**config.mk**
```make
export PLATFORM = sky130hd
export DESIGN_NAME = kbd_rx_ctrl
export DESIGN_NICKNAME = d
export VERILOG_FILES = /design/src/rtl/kbd_rx_pkg.sv /design/src/rtl/kbd_rx_datapath.sv /design/src/rtl/kbd_rx_control.sv /design/src/rtl/kbd_rx_ctrl.sv
export SDC_FILE = /design/constraint.sdc
export NUM_CORES = 1
export LEC_CHECK = 0
export BUFFER_PORTS_ARGS = -buffer_cell sky130_fd_sc_hd__buf_2
export CAP_MARGIN = 20
export CELL_PAD_IN_SITES_DETAIL_PLACEMENT = 0
export CELL_PAD_IN_SITES_GLOBAL_PLACEMENT = 1
export CORE_MARGIN = 10
export CORE_UTILIZATION = 43
export CTS_BUF_LIST = sky130_fd_sc_hd__clkbuf_4
export CTS_CLUSTER_DIAMETER = 80
export DETAILED_ROUTE_END_ITERATION = 8
export PLACE_DENSITY_LB_ADDON = 0.1
export SLEW_MARGIN = 10
export SYNTH_ARGS = -nofsm -noshare
export SYNTH_HDL_FRONTEND = slang
export SYNTH_SLANG_ARGS = --single-unit
```
**constraint.sdc**
```tcl
create_clock -name clk -period 1.88 [get_ports clk]
set_clock_uncertainty 0.05 [all_clocks]
set_input_delay 0.094 -clock clk [delete_from_list [all_inputs] [get_ports clk]]
set_output_delay 0.094 -clock clk [all_outputs]
set_load 0.03 [all_outputs]
```
**src/rtl/kbd_rx_pkg.sv**
```systemverilog
package kbd_rx_pkg;

  typedef enum logic [1:0] {
    ST_IDLE,
    ST_WAIT_START,
    ST_RECV,
    ST_HOLD
  } rx_state_e;

  // Strobes from the control FSM to the datapath
  typedef struct packed {
    logic frameStart;  // clear bit counter at a start bit
    logic bitSample;   // shift one data/parity bit in
    logic frameDone;   // stop bit: load buffer and flags
    logic timerRun;    // inter-edge timeout counter enabled
    logic flagClear;   // acknowledge: clear buffer-full
  } rx_strobe_t;

endpackage

```
**src/rtl/kbd_rx_datapath.sv**
```systemverilog
module kbd_rx_datapath
  import kbd_rx_pkg::*;
#(
  parameter int DATA_BITS      = 8,
  parameter int SYNC_STAGES    = 2,
  parameter int TIMEOUT_CYCLES = 5000
) (
  input  logic                 clk,
  input  logic                 rst_n,
  input  logic                 kbClkIn,
  input  logic                 kbDataIn,
  input  rx_strobe_t           strobe,
  output logic                 syncClk,
  output logic                 syncData,
  output logic                 fallEdge,
  output logic                 lastBit,
  output logic                 timeout,
  output logic [DATA_BITS-1:0] rxByte,
  output logic                 bufFull,
  output logic                 parityErr,
  output logic                 stopBit
);

  // samples before the stop bit: data bits plus parity
  localparam int PRE_STOP = DATA_BITS + 1;
  localparam int CNT_W    = $clog2(PRE_STOP + 1);
  localparam int TMR_W    = $clog2(TIMEOUT_CYCLES + 1);

  logic [SYNC_STAGES-1:0] clkPipe;
  logic [SYNC_STAGES-1:0] dataPipe;
  logic                   prevClk;
  logic [CNT_W-1:0]       bitCnt;
  logic [DATA_BITS:0]     shiftReg;
  logic [TMR_W-1:0]       idleTimer;

  // Synchronizers; reset to the idle (high) line level
  generate
    if (SYNC_STAGES == 1) begin : g_sync1
      always_ff @(posedge clk or negedge rst_n) begin
        if (!rst_n) begin
          clkPipe  <= '1;
          dataPipe <= '1;
        end else begin
          clkPipe  <= kbClkIn;
          dataPipe <= kbDataIn;
        end
      end
    end else begin : g_syncN
      always_ff @(posedge clk or negedge rst_n) begin
        if (!rst_n) begin
          clkPipe  <= '1;
          dataPipe <= '1;
        end else begin
          clkPipe  <= {clkPipe[SYNC_STAGES-2:0], kbClkIn};
          dataPipe <= {dataPipe[SYNC_STAGES-2:0], kbDataIn};
        end
      end
    end
  endgenerate

  assign syncClk  = clkPipe[SYNC_STAGES-1];
  assign syncData = dataPipe[SYNC_STAGES-1];

  always_ff @(posedge clk or negedge rst_n) begin
    if (!rst_n) prevClk <= 1'b1;
    else        prevClk <= syncClk;
  end

  assign fallEdge = prevClk & ~syncClk;

  // Bit counter and serial shift register (LSB arrives first)
  always_ff @(posedge clk or negedge rst_n) begin
    if (!rst_n) begin
      bitCnt   <= '0;
      shiftReg <= '0;
    end else if (strobe.frameStart) begin
      bitCnt   <= '0;
    end else if (strobe.bitSample) begin
      bitCnt   <= bitCnt + CNT_W'(1);
      shiftReg <= {syncData, shiftReg[DATA_BITS:1]};
    end
  end

  assign lastBit = (bitCnt == CNT_W'(PRE_STOP));

  // Inter-edge watchdog within a frame
  always_ff @(posedge clk or negedge rst_n) begin
    if (!rst_n)                          idleTimer <= '0;
    else if (!strobe.timerRun || fallEdge) idleTimer <= '0;
    else                                 idleTimer <= idleTimer + TMR_W'(1);
  end

  assign timeout = (idleTimer == TMR_W'(TIMEOUT_CYCLES - 1));

  // Receive buffer and status flags
  always_ff @(posedge clk or negedge rst_n) begin
    if (!rst_n) begin
      rxByte    <= '0;
      bufFull   <= 1'b0;
      parityErr <= 1'b0;
      stopBit   <= 1'b0;
    end else if (strobe.frameDone) begin
      rxByte    <= shiftReg[DATA_BITS-1:0];
      parityErr <= ~(^shiftReg);
      stopBit   <= syncData;
      bufFull   <= 1'b1;
    end else if (strobe.flagClear) begin
      bufFull   <= 1'b0;
    end
  end

endmodule

```
**src/rtl/kbd_rx_control.sv**
```systemverilog
module kbd_rx_control
  import kbd_rx_pkg::*;
(
  input  logic       clk,
  input  logic       rst_n,
  input  logic       rxEnable,
  input  logic       fullClear,
  input  logic       syncClk,
  input  logic       syncData,
  input  logic       fallEdge,
  input  logic       lastBit,
  input  logic       timeout,
  input  logic       bufFull,
  output rx_strobe_t strobe,
  output logic       rxActive,
  output logic       clkPullLow
);

  rx_state_e state, stateNext;

  always_ff @(posedge clk or negedge rst_n) begin
    if (!rst_n) state <= ST_IDLE;
    else        state <= stateNext;
  end

  always_comb begin
    stateNext        = state;
    strobe           = '0;
    strobe.flagClear = fullClear;
    if (!rxEnable) begin
      stateNext = ST_IDLE;
    end else begin
      unique case (state)
        ST_IDLE: begin
          if (syncClk && syncData)
            stateNext = bufFull ? ST_HOLD : ST_WAIT_START;
        end
        ST_WAIT_START: begin
          if (fallEdge && !syncData) begin
            strobe.frameStart = 1'b1;
            stateNext         = ST_RECV;
          end
        end
        ST_RECV: begin
          strobe.timerRun = 1'b1;
          if (fallEdge) begin
            if (lastBit) begin
              strobe.frameDone = 1'b1;
              strobe.flagClear = 1'b0;
              stateNext        = ST_HOLD;
            end else begin
              strobe.bitSample = 1'b1;
            end
          end else if (timeout) begin
            stateNext = ST_WAIT_START;
          end
        end
        ST_HOLD: begin
          if (fullClear) stateNext = ST_WAIT_START;
        end
        default: stateNext = ST_IDLE;
      endcase
    end
  end

  assign rxActive   = (state != ST_IDLE);
  assign clkPullLow = (state == ST_HOLD);

endmodule

```
**src/rtl/kbd_rx_ctrl.sv**
```systemverilog
module kbd_rx_ctrl
  import kbd_rx_pkg::*;
#(
  parameter int DATA_BITS      = 8,
  parameter int SYNC_STAGES    = 2,
  parameter int TIMEOUT_CYCLES = 5000
) (
  input  logic                 clk,
  input  logic                 rst_n,
  input  logic                 kbClkIn,
  input  logic                 kbDataIn,
  output logic                 kbClkPullLow,
  input  logic                 rxEnable,
  input  logic                 irqEnable,
  input  logic                 fullClear,
  output logic                 lineClk,
  output logic                 lineData,
  output logic                 rxActive,
  output logic [DATA_BITS-1:0] rxByte,
  output logic                 bufFull,
  output logic                 parityErr,
  output logic                 stopBit,
  output logic                 irq
);

  rx_strobe_t strobe;
  logic       fallEdge;
  logic       lastBit;
  logic       timeout;

  kbd_rx_datapath #(
    .DATA_BITS     (DATA_BITS),
    .SYNC_STAGES   (SYNC_STAGES),
    .TIMEOUT_CYCLES(TIMEOUT_CYCLES)
  ) u_datapath (
    .clk      (clk),
    .rst_n    (rst_n),
    .kbClkIn  (kbClkIn),
    .kbDataIn (kbDataIn),
    .strobe   (strobe),
    .syncClk  (lineClk),
    .syncData (lineData),
    .fallEdge (fallEdge),
    .lastBit  (lastBit),
    .timeout  (timeout),
    .rxByte   (rxByte),
    .bufFull  (bufFull),
    .parityErr(parityErr),
    .stopBit  (stopBit)
  );

  kbd_rx_control u_control (
    .clk       (clk),
    .rst_n     (rst_n),
    .rxEnable  (rxEnable),
    .fullClear (fullClear),
    .syncClk   (lineClk),
    .syncData  (lineData),
    .fallEdge  (fallEdge),
    .lastBit   (lastBit),
    .timeout   (timeout),
    .bufFull   (bufFull),
    .strobe    (strobe),
    .rxActive  (rxActive),
    .clkPullLow(kbClkPullLow)
  );

  assign irq = bufFull & irqEnable;

endmodule

```
[Word-level counts from Yosys, hierarchy flattened]
Cells that the tools add are included.
Storage, ports and cells
  output and inout bits: 16
  input port bits: 7
  logic and storage cells: 63
  register bits after elaboration: 44
Operators by class
  add/subtract/negate cells: 2
  mux-type cells: 23
  bitwise operators: 5
  equal/unequal tests: 10
  reduce and logical (&&, ||, !) cells: 12
Operators with widths (number)
  2-to-1 mux 2 bit: 9
  adder 13 x 1 -> 13 bit, second input constant: 1
  == test 13 bit, second input constant: 1
  2-to-1 mux 13 bit: 1
  2-to-1 mux 4 bit: 3
  != test 3 x 2 -> 1 bit, second input constant: 3
  parity 9 bit: 1
  2-to-1 mux 1 bit: 8
  case mux 2 bit (4 select lines): 1
  nonzero test 2 bit: 3
  2-to-1 mux 5 bit: 1
  AND reduction 5 bit: 1
  adder 4 x 1 -> 4 bit, second input constant: 1
  == test 2 bit, second input constant: 2
  == test 4 bit, second input constant: 1
  != test 4 x 3 -> 1 bit, second input constant: 1
  != test 4 bit, second input constant: 1
  NOT 1 bit: 3
  AND 1 bit: 2
  == test 2 x 1 -> 1 bit, second input constant: 1
  logical AND 1 bit: 2
  logical NOT 1 bit: 2
  logical NOT 2 bit: 1
  AND reduction 2 bit: 1
  logical OR 1 bit: 1

[Depth between registers and ports, before layout]
Gate-level depths: netlist (run 1).
  depth in word-level cells: 9
  gate-level depth with buffers: 7
  depth with buffers taken out: 7

[Hierarchy]
A second synthesis (run 1) with hierarchy kept.
Unflattened totals
  cell total of the unflattened synthesis: 164
  area total of the unflattened synthesis: 2001.9 um^2
Modules (own cells, without submodules)
  kbd_rx_datapath: area each 1810.5 um^2, cells an instance 141, times used 1
  kbd_rx_control: area each 185.2 um^2, cells an instance 22, times used 1
  kbd_rx_ctrl: area each 6.3 um^2, cells an instance 1, times used 1

[Worst setup path after synthesis (run 1)]
Ideal clock, no wire load.
  kind: flip-flop to flip-flop
  start: register u_datapath.bitCnt[1]
  end: register u_datapath.rxByte[0]
  arrival: 1580 ps
  setup slack: 126 ps
  cell stages (with the launch flop): 7
  data required time: 1705 ps
  path through: dfrtp_1 -> inv_1 -> ha_1 -> nand3b_1 -> nor3_1 -> buf_2 -> mux2_2
Between the ends
  longest elaborated chain between the ends: 5
Ends and longest elaborated chain
  from (decl): line kbd_rx_datapath.sv:32  | logic [CNT_W-1:0] bitCnt;
  from (signal assigned): line kbd_rx_datapath.sv:79  | bitCnt <= bitCnt + CNT_W'(1);
  == test 4 bit: line kbd_rx_datapath.sv:84  | assign lastBit = (bitCnt == CNT_W'(PRE_STOP));
  2-to-1 mux 1 bit: line kbd_rx_control.sv:47  | if (lastBit) begin
  2-to-1 mux 2 bit: line kbd_rx_control.sv:46  | if (fallEdge) begin
  2-to-1 mux 4 bit: line kbd_rx_control.sv:33  | unique case (state)
  2-to-1 mux 5 bit: line kbd_rx_control.sv:30  | if (!rxEnable) begin
  to (signal assigned): line kbd_rx_datapath.sv:103  | rxByte <= shiftReg[DATA_BITS-1:0];
  to (decl): line kbd_rx_datapath.sv:18  | output logic [DATA_BITS-1:0] rxByte,
No other way between the ends.
A chain may end at the register's enable or synchronous reset.

[Final worst setup path (run 1)]
  start: register u_datapath.prevClk
  end: register u_control.state[0]
Between the ends
  longest elaborated chain between the ends: 4
  elaborated cells between the ends (all ways): 9
  classes of those cells: 3 x eq/ne; 3 x mux; 1 x bitwise; 2 x reduce/logical
Ends and longest elaborated chain
  from (decl): line kbd_rx_datapath.sv:31  | logic prevClk;
  from (signal assigned): line kbd_rx_datapath.sv:66  | else prevClk <= syncClk;
  AND 1 bit *: line kbd_rx_datapath.sv:69  | assign fallEdge = prevClk & ~syncClk;
  2-to-1 mux 2 bit / logical AND 1 bit (equally long branches): line kbd_rx_control.sv:46, kbd_rx_control.sv:39
  case mux 2 bit (4 select lines) / != test 3 x 2 -> 1 bit (equally long branches)
  2-to-1 mux 2 bit / AND reduction 5 bit (equally long branches)
  to (signal assigned): line kbd_rx_control.sv:23  | else state <= stateNext;
  to (decl): line kbd_rx_control.sv:19  | rx_state_e state, stateNext;
Mark *: on every way between the ends. The rest lies on a longest branch, timed or not.

==> results of run 1 <==
==> flip-flops by register name (all words and copies together), names as in the netlist <==
signal                flops
u_datapath.idleTimer     13
u_datapath.shiftReg       9
u_datapath.rxByte         8
u_datapath.bitCnt         4
u_control.state           2
u_datapath.clkPipe        2
u_datapath.dataPipe       2
u_datapath.bufFull        1
u_datapath.parityErr      1
u_datapath.prevClk        1
u_datapath.stopBit        1
==> power by group through the flow <==
stage / logic (mW) / clock network [mW] / registers, mW
2_1_floorplan: 0.354 / 0 / 1.13
3_3_place_gp: 0.481 / 0 / 1.14
3_5_place_dp: 0.487 / 0 / 1.14
4_1_cts: 0.499 / 0.476 / 1.13
5_1_grt: 0.551 / 0.516 / 1.14
6_report: 0.491 / 0.451 / 1.12
==> cell families after synthesis <==
logic type	count (synthesis)
AOI/OAI and AO/OA	15
xor gates and xnor gates	20
adders and majority gates	3
buffers and inverters	7
DFF	44
muxes	18
and+or+nand+nor	55
==> final cells by class <==
type                       count  area (um2)  share of cell area
multi-input combinational    111         837               0.367
sequential                    44        1110               0.486
clock inverter                 2        11.3             0.00494
timing repair buffer          32         198              0.0868
clock buffer                   6        45.0              0.0198
inverter                       4        15.0             0.00659
tap                           52        65.1              0.0286
==> how the worst max path moves through the flow <==
stage | end | slack, ns | cells after the start
5_1_grt | u_control.state[0] | 0.002 | 5
3_5_place_dp | u_control.state[0] | 0.08 | 5
3_3_place_gp | u_control.state[0] | 0.10 | 5
2_1_floorplan | u_datapath.rxByte[0] | 0.13 | 6
4_1_cts | u_control.state[0] | 0.04 | 5
6_report | u_control.state[0] | 0.11 | 5
==> what timing repair did <==
action,in CTS,in global routing
hold endpoints to repair,44,0
endpoints found under the setup margin,0,10
gates resized for setup,0,4
hold buffers,5,0
==> metal layers <==
metal | track usage | routed length, um
met1 | 0.129 | 1740
met2 | 0.152 | 1520
met3 | 0.0412 | 235
met4 | 0.0435 | 62
met5 | 0 | 0
==> cells in the final DEF, fill, tap and decap left out, drive strengths merged, types with 3 or more instances in the layout <==
master and instances:
nand3b 3, or3 3, buf 27, nand2 3, xnor2 11, dlygate4sd3 5, dfstp 5, inv 4
nor2 17, o21ai 8, dfrtp 39, ha 3, and3 4, nand3 10, clkbuf 6, xor2 9
mux2 18, and2 3
==> worst register-to-register path: cells and delay by family (launching register included) <==
| family | cells | cell delay, ns |
|---|---|---|
| DFF | 1 | 0.54 |
| AOI/OAI and AO/OA | 2 | 0.40 |
| and+or+nand+nor | 3 | 0.72 |
==> results summary, run 1 <==
CTS saw 44 sinks. The worst hold slack across all endpoints is 0.275 ns. The final count of hold timing violations is 0.

The final non-filler cell area is 2280 um2. Clock tree synthesis selected as its root buffer the cell sky130_fd_sc_hd__clkbuf_4. Of the post-synthesis cell area, the part taken by muxes is 0.104. The final core area utilization came out at 0.520. The cell family contributing the most delay on the critical path is simple AND/OR/NAND/NOR gates. The synthesized area divided by synthesized cell count is 12.0 um2. The first global-routing pass estimated 6270 um of wire.

Setup repair after global routing left no endpoint under its margin. The async set or reset register ratio after synthesis is 1.00. The number of nets with antenna violations after detailed routing is 0. The worst setup path is launched from a register. The maximum clock frequency came out at 566 MHz. Clock-pin slew was measured on the worst setup and hold paths at 0.13 ns. The effective utilization at floorplan is 0.445. The min-delay analysis places its worst path in the category input pin to async pin. The total count of max-transition violations in the final report is 0. The synthesized-area fraction occupied by xor and xnor cells is 0.0898. The worst setup path is captured at a register.

The total grt overflow is 0. The endpoint identified for the worst register-to-register timing path is u_control.state[0]. The cell count after synthesis is 162.

The clock reaches the later pin of the worst-skew pair after 0.35 ns. By area, the combinational part of the netlist is dominated by simple AND/OR/NAND/NOR gates. The count of yosys warnings during synthesis came out at 0. The fraction of the mapped netlist area in adder cells came out at 0.0192. The number of nets in the synthesized netlist came out at 172.

The mapped cell area is 1950 um2. The routability congestion estimate from global placement came out at 0.762. The flip-flop and latch count after synthesis is 44. In this run the critical register-to-register path is launched from u_datapath.prevClk. Of the total power, the clock network draws 0.218. The number of nets in the finished design came out at 208. The initial antenna violation count is 0. The total net switching power came out at 0.626 mW.

Once placement finished, the instance area stood at 2150 um2. The ratio of cells with drive above 1 in the final layout came out at 0.317. The layout filler cell count came out at 400.

At the worst endpoint, the arrival time is 2.00 ns. Yosys attributes the largest share of cell area to sky130_fd_sc_hd__dfrtp_1 50%, sky130_fd_sc_hd__mux2_2 10%, sky130_fd_sc_hd__dfstp_2 6.7%, sky130_fd_sc_hd__xnor2_1 4.9%, sky130_fd_sc_hd__xor2_1 4.0%. For the pin with the worst max-slew slack, the measured transition is 0.541 ns. The commonest cells after synthesis are 39 x sky130_fd_sc_hd__dfrtp_1, 18 x sky130_fd_sc_hd__mux2_2, 17 x sky130_fd_sc_hd__nor2_1. The cell row count came out at 24.

The time the worst path needs with I/O delays and setup came out at 1.77 ns. The leakage power summed over all cells came out at 1.10 nW. The share of total power in sequential cells is 0.544. Among all stages on the critical path, the largest delay is contributed by sky130_fd_sc_hd__dfstp_2. In this run the worst setup path begins at u_datapath.prevClk. The max-cap check violation count is 0. The synthesized-area fraction occupied by ao, oa, aoi and oai cells came out at 0.0468. The buffers plus inverters on the worst setup path came out at 0. The routed layout has 1264 vias. The number of cells on the worst reg-to-reg path is 5.

Post-CTS timing repair inserted 0 buffers for setup. The quantity of I/O buffers inserted on ports came out at 22. The residual DRC count came out at 0.

Yosys instantiated no cell more often than sky130_fd_sc_hd__dfrtp_1. The proportion of synthesized chip area in sequential cells came out at 0.568. The number of different library cells used by synthesis comes to 33. In the routed layout, each cell is associated on average with a via count of 5.04.

The post-route non-filler standard cell count came out at 251. The number of global-route vias before repair came out at 1330. Setup slack on the worst reg-to-reg path comes out at 0.11 ns.

The total routing usage reported by global routing came out at 0.103. The width of the die is 87.4 um. The signed area change from the synthesized netlist to the final layout came out at 16.8%.

The height of the chip came out at 87.4 um. Setup violations remaining at the end of the flow were counted as 0. Internal power comes to 1.44 mW.

The area fraction in and, or, nand and nor cells after synthesis is 0.158. The routed wire length per instance is 14.2 um. In this run the count of I/O pins placed on the die edge is 23.

TritonCTS built the clock tree. Timing analysis after detailed placement gives a worst setup slack of 0.0834 ns. The number of antenna diodes is 0. The kind of critical path is register to register. The maximum cell stage delay along the critical path is 0.54 ns. The die covers 7630 um2. The number of buffers created by CTS came out at 5. The flow ran to the end, and the final reports show no timing, DRC or antenna violations. The buffer levels on the longest clock path is 2. The placed cell count is 238. The number of enable-type register cells in the synthesized netlist came out at 0. Along the worst path, the maximum fanout reaches 7. The worst setup margin is 0.113 ns. The number of detailed-routing iterations run before antenna repair came out at 4. The share of the clock period used by the worst path after layout is 0.940.

Among all flip-flop cells after synthesis, the most frequent one is sky130_fd_sc_hd__dfrtp_1. The violation count after the first detailed-routing iteration came out at 49. IR analysis of the VDD net gives a maximum drop of 0.000545 V. The HPWL after detailed placement came out at 2580 um. After floorplanning, the core was sized to cover 4380 um2. The largest total area in the synthesized netlist belongs to sky130_fd_sc_hd__dfrtp_1.

The required time of the critical path came out at 2.12 ns. The final wirelength came out at 3560 um. The total number of H-tree levels came out at 2. Dividing total power by cell area gives a power density of 907 nW/um2. Traced cell by cell, the critical path runs through nand2b_1 -> or3_4 -> o211a_1 -> o31ai_1 -> and2_1.

The switching portion of total power is 0.303. The share of total power in combinational logic is 0.238. The worst max-slew margin expressed relative to the limit came out at 0.639. The pin count of the biggest net entering global routing is 45. Power comes to 2.07 mW. The area share of the largest cell type after synthesis is 0.500. The setup TNS is 0 ns.
Power figures use the tool's default switching activity.
==> run 2, diff against run 1 <==
--- a/config.mk
+++ b/config.mk
@@ -10,7 +10,7 @@
 export CELL_PAD_IN_SITES_DETAIL_PLACEMENT = 0
 export CELL_PAD_IN_SITES_GLOBAL_PLACEMENT = 1
 export CORE_MARGIN = 10
-export CORE_UTILIZATION = 43
+export CORE_UTILIZATION = 44
 export CTS_BUF_LIST = sky130_fd_sc_hd__clkbuf_4
 export CTS_CLUSTER_DIAMETER = 80
 export DETAILED_ROUTE_END_ITERATION = 8
@@ -18,4 +18,5 @@
 export SLEW_MARGIN = 10
 export SYNTH_ARGS = -nofsm -noshare
 export SYNTH_HDL_FRONTEND = slang
+export SYNTH_HIERARCHICAL = 1
 export SYNTH_SLANG_ARGS = --single-unit
==> run 2 against run 1 <==
Non-clock buffer count rose by 7. Clock power rose by 3%. Die area rose by 0.23%. First-iteration DRC count rose by 4.1%. Critical path type unchanged. Highest routed layer unchanged.
==> results summary, run 2 <==
The flow ran to the end, and the final reports show no timing, DRC or antenna violations. The violation count after the first detailed-routing iteration is 51 (+4.1%). The detailed-route vias per instance came out at 5.05 (+0.28%). The clock-pin slew reported for the worst setup and hold paths after clock tree synthesis was 0.13 ns (about the same). The total length of routed met2 wires is 1690 um (+11%). The worst setup path is captured at a register.

The total number of H-tree levels is 2 (unchanged). The flip-flop count of the largest register, all copies and words added is 13 (unchanged). The cell row count was 24 (unchanged). In this run the clock root is driven by a sky130_fd_sc_hd__clkbuf_4.

The number of antenna diodes is 0 (unchanged). The final count of hold timing violations is 0 (unchanged). The worst-case vdd ir drop is 0.000453 V (-17%). TritonCTS built the clock tree. The cell area power density was 731 nW/um2 (-19%). The critical path startpoint category is a register. The maximum fanout along the worst path came out at 4 (-3). The routed wire length per instance is 14.3 um (+0.61%). Setup repair after global routing left no endpoint under its margin.

The highest layer touched by signal routing is met4. The pre-CTS setup slack came to -0.0314 ns (-0.115 ns). The number of nets in the finished design is 217 (+4.3%). The library cells used most frequently in the layout, excluding fill and tap cells, are 38 x sky130_fd_sc_hd__dfrtp_1, 23 x sky130_fd_sc_hd__buf_2, 20 x sky130_fd_sc_hd__mux2_2. The total core area came to 4380 um2 (unchanged).

The buffer levels on the longest clock path is 2 (unchanged). The initial antenna violation count is 0 (unchanged). The worst reg2reg path depth is 7 (+2). The number of global-route vias before repair came out at 1267 (-4.7%). The total grt overflow came to 0 (unchanged). The leakage power summed over all cells came out at 1.14 nW (+3.0%). The count of boundary I/O pins came out at 23 (unchanged). The number of enable-type register cells in the synthesized netlist was 0 (unchanged). The ratio of cells with drive above 1 in the final layout is 0.413 (+0.0969). The wire length of the first global-routing pass came out at 6040 um (-3.6%). The number of nets with antenna violations after detailed routing came out at 0 (unchanged).

The critical path data arrival time is 1.98 ns (-0.02 ns). The flip-flop and latch count after synthesis was 44 (unchanged). The total power consumption of the routed design was 1.75 mW (-15%). The cell count after synthesis is 164 (+1.2%). The number of detailed-routing iterations run before antenna repair is 4 (unchanged). The area share of the largest cell type after synthesis is 0.488 (-0.0128). The met1 routed wirelength after detailed routing is 1760 um (+1.0%). The final wirelength is 3710 um (+4.2%).

The count of final setup violators is 0 (unchanged). The mapped cell area is 2000 um2 (+2.6%). After synthesis, the cell types taking the most area are sky130_fd_sc_hd__dfrtp_1 49%, sky130_fd_sc_hd__mux2_2 11%, sky130_fd_sc_hd__dfstp_2 6.6%, sky130_fd_sc_hd__xnor2_1 5.2%, sky130_fd_sc_hd__nor2_1 3.0%. The height of the chip came to 87.5 um (+0.11%). In this run the critical register-to-register path is launched from u_datapath/bitCnt[0]. The count of yosys warnings during synthesis came out at 6 (+6). The path class of the tightest hold or removal check is input pin to async pin. The max-cap check violation count came out at 0 (unchanged).

The HPWL after detailed placement is 2660 um (+3.1%). The number of different library cells in the post-synthesis netlist came out at 39 (+18%). The full die area is 7650 um2 (+0.23%). The proportion of synthesized chip area in sequential cells came out at 0.553 (-0.0145).

The width of the die was 87.5 um (+0.11%). The main flop type after synthesis is sky130_fd_sc_hd__dfrtp_1. Yosys instantiated no cell more often than sky130_fd_sc_hd__dfrtp_1. By count the netlist is led by 39 x sky130_fd_sc_hd__dfrtp_1, 20 x sky130_fd_sc_hd__mux2_2, 16 x sky130_fd_sc_hd__nor2_1. The maximum clock frequency came to 565 MHz (-0.22%). The signed area change from the synthesized netlist to the final layout is 19.6%. The storage element area came out at 1110 um2 (+0.11%). The total routing usage reported by global routing is 0.0989 (-0.00404). The most common cell after layout, fill and taps aside is sky130_fd_sc_hd__dfrtp_1.

The worst setup margin came to 0.110 ns (-0.00393 ns). The area occupied by multi-input gates is 885 um2 (+5.7%). The setup TNS came out at 0 ns (unchanged).

In the final layout, the registers with the most flip-flops are u_datapath/idleTimer: 13 flops, u_datapath/shiftReg: 9 flops, u_datapath/rxByte: 8 flops. The pin count of the biggest net entering global routing came out at 45 (unchanged). More flip-flops sit in one register than any other, and that register is u_datapath/idleTimer. The total count of max-transition violations in the final report was 0 (unchanged). The synthesized area divided by synthesized cell count is 12.2 um2 (+1.4%).

The async set or reset register ratio after synthesis came to 1.00 (unchanged). The number of sinks on the clock net came out at 44 (unchanged). The time the worst path needs with I/O delays and setup came to 1.77 ns (+0.00393 ns). The kind of critical path is register to register. The required time of the critical path was 2.09 ns (-0.03 ns). The residual DRC count is 0 (unchanged). The layout filler cell count is 386 (-3.5%). The number of buffers created by CTS is 5 (unchanged).

The worst max-slew margin expressed relative to the limit is 0.638 (-0.00128). The source of the critical timing path is u_datapath/bitCnt[0]. The effective utilization at floorplan is 0.457 (+0.0117). The routability congestion estimate from global placement is 0.826 (+8.4%). The insertion delay of the later-clocked pin in the worst-skew pair is 0.36 ns (about the same).

The quantity of I/O buffers inserted on ports came to 22 (unchanged). The total number of vias came out at 1313 (+3.9%). The slew at the pin closest to its max-slew limit is 0.543 ns (+0.00192 ns).

The number of nets in the synthesized netlist is 174 (+1.2%). The share of the clock period used by the worst path after layout came to 0.942 (+0.00209). The worst register-to-register path ends at u_datapath/shiftReg[5]. The synthesized design spends more area on one cell type than any other, namely sky130_fd_sc_hd__dfrtp_1. The internal reg-to-reg setup slack came out at 0.11 ns (about the same). The routed wire length on met3 came out at 211 um (-10%).
[run 2: cells by family after synthesis]
logic type                 synth area share
xor gates and xnor gates             0.0856
buffers and inverters                0.0200
adders and majority gates            0.0188
and+or+nand+nor                       0.170
AOI/OAI and AO/OA                    0.0400
DFF                                   0.553
muxes                                 0.113
[run 2: area by class of cell]
| class | instances | area share |
|---|---|---|
| Timing Repair Buffer | 39 | 0.104 |
| Clock inverter | 3 | 0.00993 |
| Tap cell | 52 | 0.0272 |
| Inverter | 7 | 0.0110 |
| Sequential cell | 44 | 0.463 |
| Multi-Input combinational cell | 110 | 0.370 |
| Clock buffer | 5 | 0.0157 |
[run 2: critical path, stage by stage, from the launching register on]
cell	delay (ns)
sky130_fd_sc_hd__dfrtp_1	0.44
sky130_fd_sc_hd__ha_1	0.21
sky130_fd_sc_hd__nand2_1	0.09
sky130_fd_sc_hd__nor2_2	0.06
sky130_fd_sc_hd__nor2_2	0.12
sky130_fd_sc_hd__nor2b_2	0.18
sky130_fd_sc_hd__buf_2	0.17
sky130_fd_sc_hd__mux2_2	0.34
[run 2: worst max path at each step]
stage / slack [ns] / depth (start not counted) / end
after floorplan: 0.05 / 6 / u_datapath/shiftReg[0]
after CTS: 0.01 / 6 / u_datapath/shiftReg[4]
after global placement: 0.03 / 6 / u_datapath/rxByte[3]
after detailed placement: -0.03 / 6 / u_datapath/rxByte[2]
after global routing: 0.01 / 6 / u_datapath/shiftReg[8]
final: 0.11 / 7 / u_datapath/shiftReg[5]
[run 2: metal layers]
metal / vias up / track usage
met5: - / 0
met4: 0 / 0.0391
met3: 6 / 0.0375
met2: 26 / 0.146
met1: 633 / 0.127
li1: 648 / -
[run 2: where the power goes]
part           internal [mW]  leakage (nW)  total [mW]  switching [mW]
sequential              1.00         0.589        1.05          0.0498
combinational          0.127         0.521       0.235           0.108
clock                  0.147        0.0274       0.464           0.316
[run 2: repair_timing]
item / in CTS / in global routing
pin swaps: 0 / 1
gates resized for setup: 1 / 7
endpoints found under the setup margin: 9 / 20
buffers inserted: 0 / 1
endpoints found under the hold margin: 43 / 0
hold buffers: 5 / 0
cloned: 0 / 1
[run 2: per-stage QoR]
stage | hold WS [ns] | instances | instance area, um2 | util
after global placement | 0.145 | 245 | 2250 | 0.512
final | 0.280 | 260 | 2390 | 0.546
after detailed placement | 0.149 | 245 | 2250 | 0.512
after CTS | 0.274 | 258 | 2360 | 0.539
after floorplan | -0.252 | 164 | 2010 | -
after global routing | 0.299 | 260 | 2390 | 0.546
